===== src/rtl/pic_pkg.sv =====
// Shared types for the mask/status interrupt controller.
package pic_pkg;
    // Trigger and acknowledge behaviour of the status register.
    typedef enum logic [1:0] {
        TRIG_LEVEL  = 2'd0,
        TRIG_EDGE   = 2'd1,
        TRIG_LEGACY = 2'd2
    } trig_mode_e;
endpackage


===== src/rtl/pic_mask_reg.sv =====
// Enable mask register. Loads the write data when strobed.
// Assumes: the write strobe is qualified by the CPU special-register decode.
module pic_mask_reg #(
    parameter int NUM_LINES = 32
) (
    input  logic                 clk,
    input  logic                 rst_n,
    input  logic                 wr_en,
    input  logic [NUM_LINES-1:0] wr_data,
    output logic [NUM_LINES-1:0] mask_q
);
    // Hold the enable bits; all lines disabled out of reset.
    always_ff @(posedge clk) begin
        if (!rst_n)     mask_q <= '0;
        else if (wr_en) mask_q <= wr_data;
    end
endmodule


===== src/rtl/pic_status_reg.sv =====
// Pending status register. MODE picks how inputs set bits and how a
// write acknowledges them. In latching modes a set beats a clear.
// Assumes: irq_in is synchronous to clk.
module pic_status_reg #(
    parameter int                  NUM_LINES = 32,
    parameter pic_pkg::trig_mode_e MODE      = pic_pkg::TRIG_EDGE
) (
    input  logic                 clk,
    input  logic                 rst_n,
    input  logic [NUM_LINES-1:0] irq_in,
    input  logic                 wr_en,
    input  logic [NUM_LINES-1:0] wr_data,
    output logic [NUM_LINES-1:0] status_q
);
    logic [NUM_LINES-1:0] set_vec;
    logic [NUM_LINES-1:0] clr_vec;

    generate
        if (MODE == pic_pkg::TRIG_EDGE) begin : g_edge
            logic [NUM_LINES-1:0] prev_q;
            // Remember last cycle's inputs for edge detection.
            always_ff @(posedge clk) begin
                if (!rst_n) prev_q <= '0;
                else        prev_q <= irq_in;
            end
            // Rising edges set; a 1 in the write data clears.
            always_comb begin
                set_vec = irq_in & ~prev_q;
                clr_vec = wr_en ? wr_data : '0;
            end
        end else if (MODE == pic_pkg::TRIG_LEGACY) begin : g_legacy
            // High level sets; a 0 in the write data clears.
            always_comb begin
                set_vec = irq_in;
                clr_vec = wr_en ? ~wr_data : '0;
            end
        end else begin : g_level
            // Level mode: status is a registered copy, writes unused.
            always_comb begin
                set_vec = irq_in;
                clr_vec = '1;
            end
        end
    endgenerate

    // Apply clear first, then set, so a same-cycle set wins.
    always_ff @(posedge clk) begin
        if (!rst_n) status_q <= '0;
        else        status_q <= (status_q & ~clr_vec) | set_vec;
    end
endmodule


===== src/rtl/pic_lowest_enc.sv =====
// Lowest-set-bit encoder over the pending-and-enabled vector.
// Assumes: NUM_LINES is at least 2.
module pic_lowest_enc #(
    parameter int NUM_LINES = 32,
    localparam int IDX_W    = $clog2(NUM_LINES)
) (
    input  logic [NUM_LINES-1:0] req,
    output logic                 valid,
    output logic [IDX_W-1:0]     idx
);
    // Scan from the top so the lowest set bit is the last assignment.
    always_comb begin
        valid = 1'b0;
        idx   = '0;
        for (int i = NUM_LINES - 1; i >= 0; i--) begin
            if (req[i]) begin
                valid = 1'b1;
                idx   = IDX_W'(i);
            end
        end
    end
endmodule


===== src/rtl/pic_core.sv =====
// Mask and status interrupt controller: mask register, mode-selected
// status register, CPU request and lowest pending index.
// Assumes: one register write per cycle at most on each strobe.
module pic_core #(
    parameter int                  NUM_LINES = 32,
    parameter pic_pkg::trig_mode_e MODE      = pic_pkg::TRIG_EDGE,
    localparam int                 IDX_W     = $clog2(NUM_LINES)
) (
    input  logic                 clk,
    input  logic                 rst_n,
    input  logic [NUM_LINES-1:0] irq_in,
    input  logic                 mask_wr_en,
    input  logic                 status_wr_en,
    input  logic [NUM_LINES-1:0] wr_data,
    input  logic                 rd_sel,
    output logic [NUM_LINES-1:0] rd_data,
    output logic                 cpu_irq,
    output logic                 pend_valid,
    output logic [IDX_W-1:0]     pend_idx
);
    logic [NUM_LINES-1:0] mask_q;
    logic [NUM_LINES-1:0] status_q;
    logic [NUM_LINES-1:0] active;

    pic_mask_reg #(.NUM_LINES(NUM_LINES)) mask_i (
        .clk(clk), .rst_n(rst_n), .wr_en(mask_wr_en),
        .wr_data(wr_data), .mask_q(mask_q)
    );

    pic_status_reg #(.NUM_LINES(NUM_LINES), .MODE(MODE)) status_i (
        .clk(clk), .rst_n(rst_n), .irq_in(irq_in), .wr_en(status_wr_en),
        .wr_data(wr_data), .status_q(status_q)
    );

    // Pending lines that are also enabled.
    assign active = status_q & mask_q;

    pic_lowest_enc #(.NUM_LINES(NUM_LINES)) enc_i (
        .req(active), .valid(pend_valid), .idx(pend_idx)
    );

    // Request the CPU whenever any enabled line is pending.
    assign cpu_irq = |active;

    // Special-register read mux.
    assign rd_data = rd_sel ? status_q : mask_q;
endmodule


===== config.mk =====
export PLATFORM = sky130hd
export DESIGN_NAME = pic_core
export DESIGN_NICKNAME = d
export VERILOG_FILES = /design/src/rtl/pic_pkg.sv /design/src/rtl/pic_mask_reg.sv /design/src/rtl/pic_status_reg.sv /design/src/rtl/pic_lowest_enc.sv /design/src/rtl/pic_core.sv
export SDC_FILE = /design/constraint.sdc
export NUM_CORES = 1
export LEC_CHECK = 0
export CAP_MARGIN = 20
export CORE_AREA = 2 2 118 120
export DETAILED_ROUTE_END_ITERATION = 12
export DIE_AREA = 0 0 120 122
export GPL_ROUTABILITY_DRIVEN = 1
export REMOVE_ABC_BUFFERS = 1
export SYNTH_ARGS = -nofsm -noshare
export SYNTH_HDL_FRONTEND = slang
export SYNTH_SLANG_ARGS = --single-unit

===== constraint.sdc =====
create_clock -name clk -period 2.9 [get_ports clk]
set_clock_uncertainty 0.05 [all_clocks]
set_input_delay 0.58 -clock clk [delete_from_list [all_inputs] [get_ports clk]]
set_output_delay 0.58 -clock clk [all_outputs]
set_load 0.02 [all_outputs]

==> reports/metrics.yaml, run 1 <==
r2r-start: "mask_i.mask_q[20]"
synthCells: 457
hold_class: "flip-flop to flip-flop"
hold_viol: 0
ant_nets: 0
die_area_um2: 14600
fin_crit_sh: 0.942
grt_pass1_wl_um: 18400
async_reset_ff_frac: 0
clk_path_buf_depth: 2
setup_viol: 0
path_clk_slew_ps: 70
synth_ff_type: "dfxtp_1"
rr_worst_depth: 2
fin_area_um2: 5910
cts_tree: "done"
wl_per_cell_um: 15.4
core_area_um2: 13500
grt-ovfl-total: 0
ir_worst_vdd_uv: 311
worstPathArrival_ps: 2100
die_h_um: 122
synth-edff-count: 0
rsz0062_at_grt: "no"
cap_viol_max_count: 0
syn2layout_area_growth_pct: 36.3
nets: 627
p_leak_nw: 2.37
ys_warn_count: 0
power_density_nw_per_um2: 571
final.setup.tns_ps: 0
hold_path.startpoint: "status_i.g_edge.prev_q[22]"
num_vias: 3524
r2r_slack_ps: 2080
die_w_um: 120
synth_seq_area_share: 0.443
ys_types: 38
fmax_mhz: 366
period_needed_ps: 2730
drv_slew: 0
min_path_cells: 3
synth.avg_cell_area_um2: 9.49
critPathKind: "flip-flop to primary output"
initial_core_util: 0.321
grt_antenna_before_repair: 0
rows: 43
drc_errors: 0
htreeDepth: 3
holdBufCountCts: 0
timing.rr.end: "mask_i.mask_q[20]"
layout_common_cells: "clkdlybuf4s50_1 (97), nor2b_1 (96), dfxtp_1 (96)"
crit_fanout: 4
grt_pass1_vias: 3451
drt_wl_total_um: 11500
viasPerCell: 4.74
synth_seq_cells: 96
diodes: 0
layout_commonest_cell: "clkdlybuf4s50_1"
status: "finished clean"
worst_pin_slew_ps: 682
cts_num_sinks: 96
placed_cell_area_um2: 5600
syn-cell-area_um2: 4340
cts_buffers: 9
whs_endpoint: "status_i.status_q[22]"
gr-usage-all-layers: 0.163
drtIter0Drc: 186
cp.required_ps: 2270
root_buffer: "clkbuf_16"
routabilityCongestion: 0.751
io_pins: 108
endpoint_kind: "primary output"
dp_hpwl_um: 8140
port_buffers: 107
start_kind: "flip-flop"
drt-pass1-iter-count: 4
drive_gt1_frac: 0.0977
grt_max_degree: 52
slew-limit-headroom: 0.545
clkLatencyLatePin_ps: 350
-- worst max-delay path by stage --
stage	slack, ps	to	startpoint
after global placement	240	pend_idx[1]	status_i.status_q[29]
final	170	pend_idx[1]	status_i.status_q[29]
after floorplan	850	pend_idx[1]	status_i.status_q[29]
after CTS	3	pend_idx[3]	status_i.status_q[23]
after global routing	80	pend_idx[1]	status_i.status_q[29]
after detailed placement	260	pend_idx[1]	status_i.status_q[29]
-- routing by layer --
metal | part of all wire | vias to the layer above | global-route usage
li1 | - | 1785 | -
met1 | 0.48 | 1635 | 0.217
met5 | 0 | - | 0
met3 | 0.049 | 9 | 0.0384
met4 | 0.015 | 0 | 0.0662
met2 | 0.45 | 95 | 0.255
-- synthesized netlist by cell type (2+ instances only) --
cell / instances / area [um^2]
a21o_1: 2 / 15.0
a21oi_1: 35 / 175
a222oi_1: 2 / 20.0
a22o_1: 5 / 43.8
a22oi_1: 12 / 90.1
a31oi_1: 2 / 12.5
a32o_1: 3 / 30.0
a32oi_1: 3 / 26.3
and2_1: 36 / 225
buf_2: 6 / 30.0
clkbuf_1: 15 / 56.3
dfxtp_1: 96 / 1920
inv_1: 2 / 7.51
mux2_1: 2 / 22.5
mux2_2: 30 / 338
mux2i_1: 32 / 320
nand2_1: 49 / 184
nand3_1: 3 / 15.0
nand4_1: 4 / 25.0
nor2_1: 2 / 7.51
nor2b_1: 96 / 601
o21ai_0: 2 / 10.0
o21ai_1: 3 / 15.0
-- state kept, by name, summed over array words and instances (netlist names) --
register,count
mask_i.mask_q,32
status_i.status_q,32
status_i.g_edge.prev_q,32
-- worst max-delay path: stages, from the launching register on --
cell and delay (ps):
dfxtp_1 350, a22o_1 290, o21ai_1 200, a21o_1 150, a21oi_1 80, o32ai_1 300, dlygate4sd2_1 380
-- through the flow --
step,util,cells,total power [mW],setup WS (ps),hold slack [ps]
after floorplan,-,436,1.81,846,444
after global placement,0.415,727,2.15,235,460
after detailed placement,0.415,727,2.15,260,480
after CTS,0.437,743,3.42,3.07,492
after global routing,0.438,743,3.52,79.6,516
final,0.438,743,3.37,168,486
-- repair_timing --
item	in CTS	in global routing
setup buffers	0	0
resized for setup	5	2
endpoints found under the setup margin	5	2
-- power breakdown --
| group | switching [mW] | total, mW | internal (mW) |
|---|---|---|---|
| clock | 0.508 | 1.26 | 0.756 |
| sequential | 0.0773 | 1.48 | 1.40 |
| combinational | 0.295 | 0.628 | 0.333 |
-- cells by family after synthesis --
logic type | share of synthesized area
simple gates | 0.252
buf+inv | 0.0225
mux | 0.157
compound gates | 0.126
flops | 0.443
-- area by class of cell --
class,count,area [um^2]
Clock buffer,11,233
Clock inverter,5,81.3
Tap cell,180,225
Fill cell,1359,7590
Inverter,3,11.3
Multi-Input combinational cell,337,2320
Timing Repair Buffer,111,1120
Sequential cell,96,1920
Power figures use the tool's default switching activity.
==> inputs of run 2 (changes only) <==
--- a/config.mk
+++ b/config.mk
@@ -10,6 +10,7 @@
 export DETAILED_ROUTE_END_ITERATION = 12
 export DIE_AREA = 0 0 120 122
 export GPL_ROUTABILITY_DRIVEN = 1
+export GPL_TIMING_DRIVEN = 0
 export REMOVE_ABC_BUFFERS = 1
 export SYNTH_ARGS = -nofsm -noshare
 export SYNTH_HDL_FRONTEND = slang
==> run 2 against run 1 <==
Maximum frequency rose by 2.9%. Via count fell by 1.8%. First-iteration DRC count rose by 1.6%. Worst setup slack improved by 77 ps. Sequential power barely moved. Hold slack got worse by 5.8 ps. Wire length fell by 5.5%. Flip-flop and latch count did not move. Global-route usage fell by 1.3 points. Cell area fell by 0.47%. Register-to-register slack barely moved. Largest cell class unchanged. Highest routed layer unchanged.
==> reports/metrics.yaml, run 2 (synthesis results as in run 1) <==
clock_power_share: 0.347
ant_nets: 0
switchingPower_uw: 842
drtIter0Drc: 189
critPathKind: "flip-flop to primary output"
slew-limit-headroom: 0.519
path_clk_slew_ps: 60
cts_tree: "done"
nets: 625
setup_viol: 0
rows: 43
initial_core_util: 0.321
r2r-start: "status_i.status_q[21]"
grt_antenna_before_repair: 0
crit_start: "status_i.status_q[27]"
grt-ovfl-total: 0
ir_worst_vdd_uv: 241
power_mw: 3.22
cts_buffers: 9
viasPerCell: 4.68
wl_per_cell_um: 14.7
grt_pass1_wl_um: 17000
cts_resized: 6
power_frac_seq: 0.458
cap_viol_max_count: 0
hold_class: "flip-flop to flip-flop"
grt_max_degree: 53
largest_registers: "mask_i.mask_q x32, status_i.g_edge.prev_q x32, status_i.status_q x32"
gr-usage-all-layers: 0.150
post-place-ws_ps: 52.2
hold_path.startpoint: "status_i.status_q[10]"
port_buffers: 107
htreeDepth: 3
fin_ws_ps: 245
rsz0062_at_grt: "no"
cp.required_ps: 2270
endpoint_kind: "primary output"
layout_common_cells: "nor2b_1 (96), clkdlybuf4s50_1 (96), dfxtp_1 (96)"
root_buffer: "clkbuf_16"
worst_pin_slew_ps: 722
core_area_um2: 13500
status: "finished clean"
drt_wl_total_um: 10800
die_area_um2: 14600
postCtsSetupBuffers: 0
placed_cells: 725
die_h_um: 122
p_int_mw: 2.38
p_sw_frac: 0.261
diodes: 0
die_w_um: 120
drc_errors: 0
syn2layout_area_growth_pct: 35.7
worstPathArrival_ps: 2030
p_leak_nw: 2.38
dp_hpwl_um: 7790
start_kind: "flip-flop"
holdBufCountCts: 0
drv_slew: 0
cts_num_sinks: 96
fin_area_um2: 5880
instances_no_fill: 739
fmax_mhz: 377
period_needed_ps: 2660
grt_pass1_vias: 3313
power_density_nw_per_um2: 548
drive_gt1_frac: 0.100
pwr-share-comb: 0.195
routabilityCongestion: 0.800
fillers: 1351
drt-pass1-iter-count: 4
hold_slack_ps: 481
fin_crit_sh: 0.916
hold_viol: 0
placed_cell_area_um2: 5570
final.setup.tns_ps: 0
crit_fanout: 5
io_pins: 108
clk_path_buf_depth: 2
finish.utilization: 0.436
clkLatencyLatePin_ps: 340
num_vias: 3462
==> run 2: area by class of cell <==
type                    count  area [um^2]  area share
clock buffers              14          274      0.0466
well taps                 180          225      0.0383
flip-flops and latches     96         1920       0.327
repair buffers            109         1110       0.189
multi-input cells         337         2340       0.398
inverters                   3         11.3     0.00191
==> run 2: metal layers <==
layer | share of wire | up-vias | wire, um | global-route usage
met5 | 0 | - | 0 | 0
met3 | 0.052 | 10 | 558 | 0.0435
met4 | 0.011 | 0 | 114 | 0.0471
li1 | - | 1773 | - | -
met1 | 0.50 | 1597 | 5360 | 0.202
met2 | 0.44 | 82 | 4790 | 0.232
==> run 2: worst paths after layout <==
kind                           endpoint  slack [ps]  cells past startpoint
setup / recovery            pend_idx[2]         240                      6
hold / removal    status_i.status_q[10]         480                      2
setup reg to reg  status_i.status_q[21]        2080                      2
hold reg to reg   status_i.status_q[10]         480                      2
==> run 2: worst max-delay path: stages, from the launching register on <==
cell	delay (ps)
dfxtp_1	340
a22oi_1	330
o211ai_1	180
a21oi_1	170
o21ai_1	100
a21oi_1	190
dlygate4sd2_1	360
==> run 2: power by group through the flow <==
stage / registers [mW] / logic [mW] / clock network, mW
final: 1.48 / 0.628 / 1.12
after detailed placement: 1.51 / 0.638 / 0
after global placement: 1.50 / 0.637 / 0
after global routing: 1.49 / 0.681 / 1.21
after CTS: 1.48 / 0.638 / 1.15
after floorplan: 1.48 / 0.323 / 0
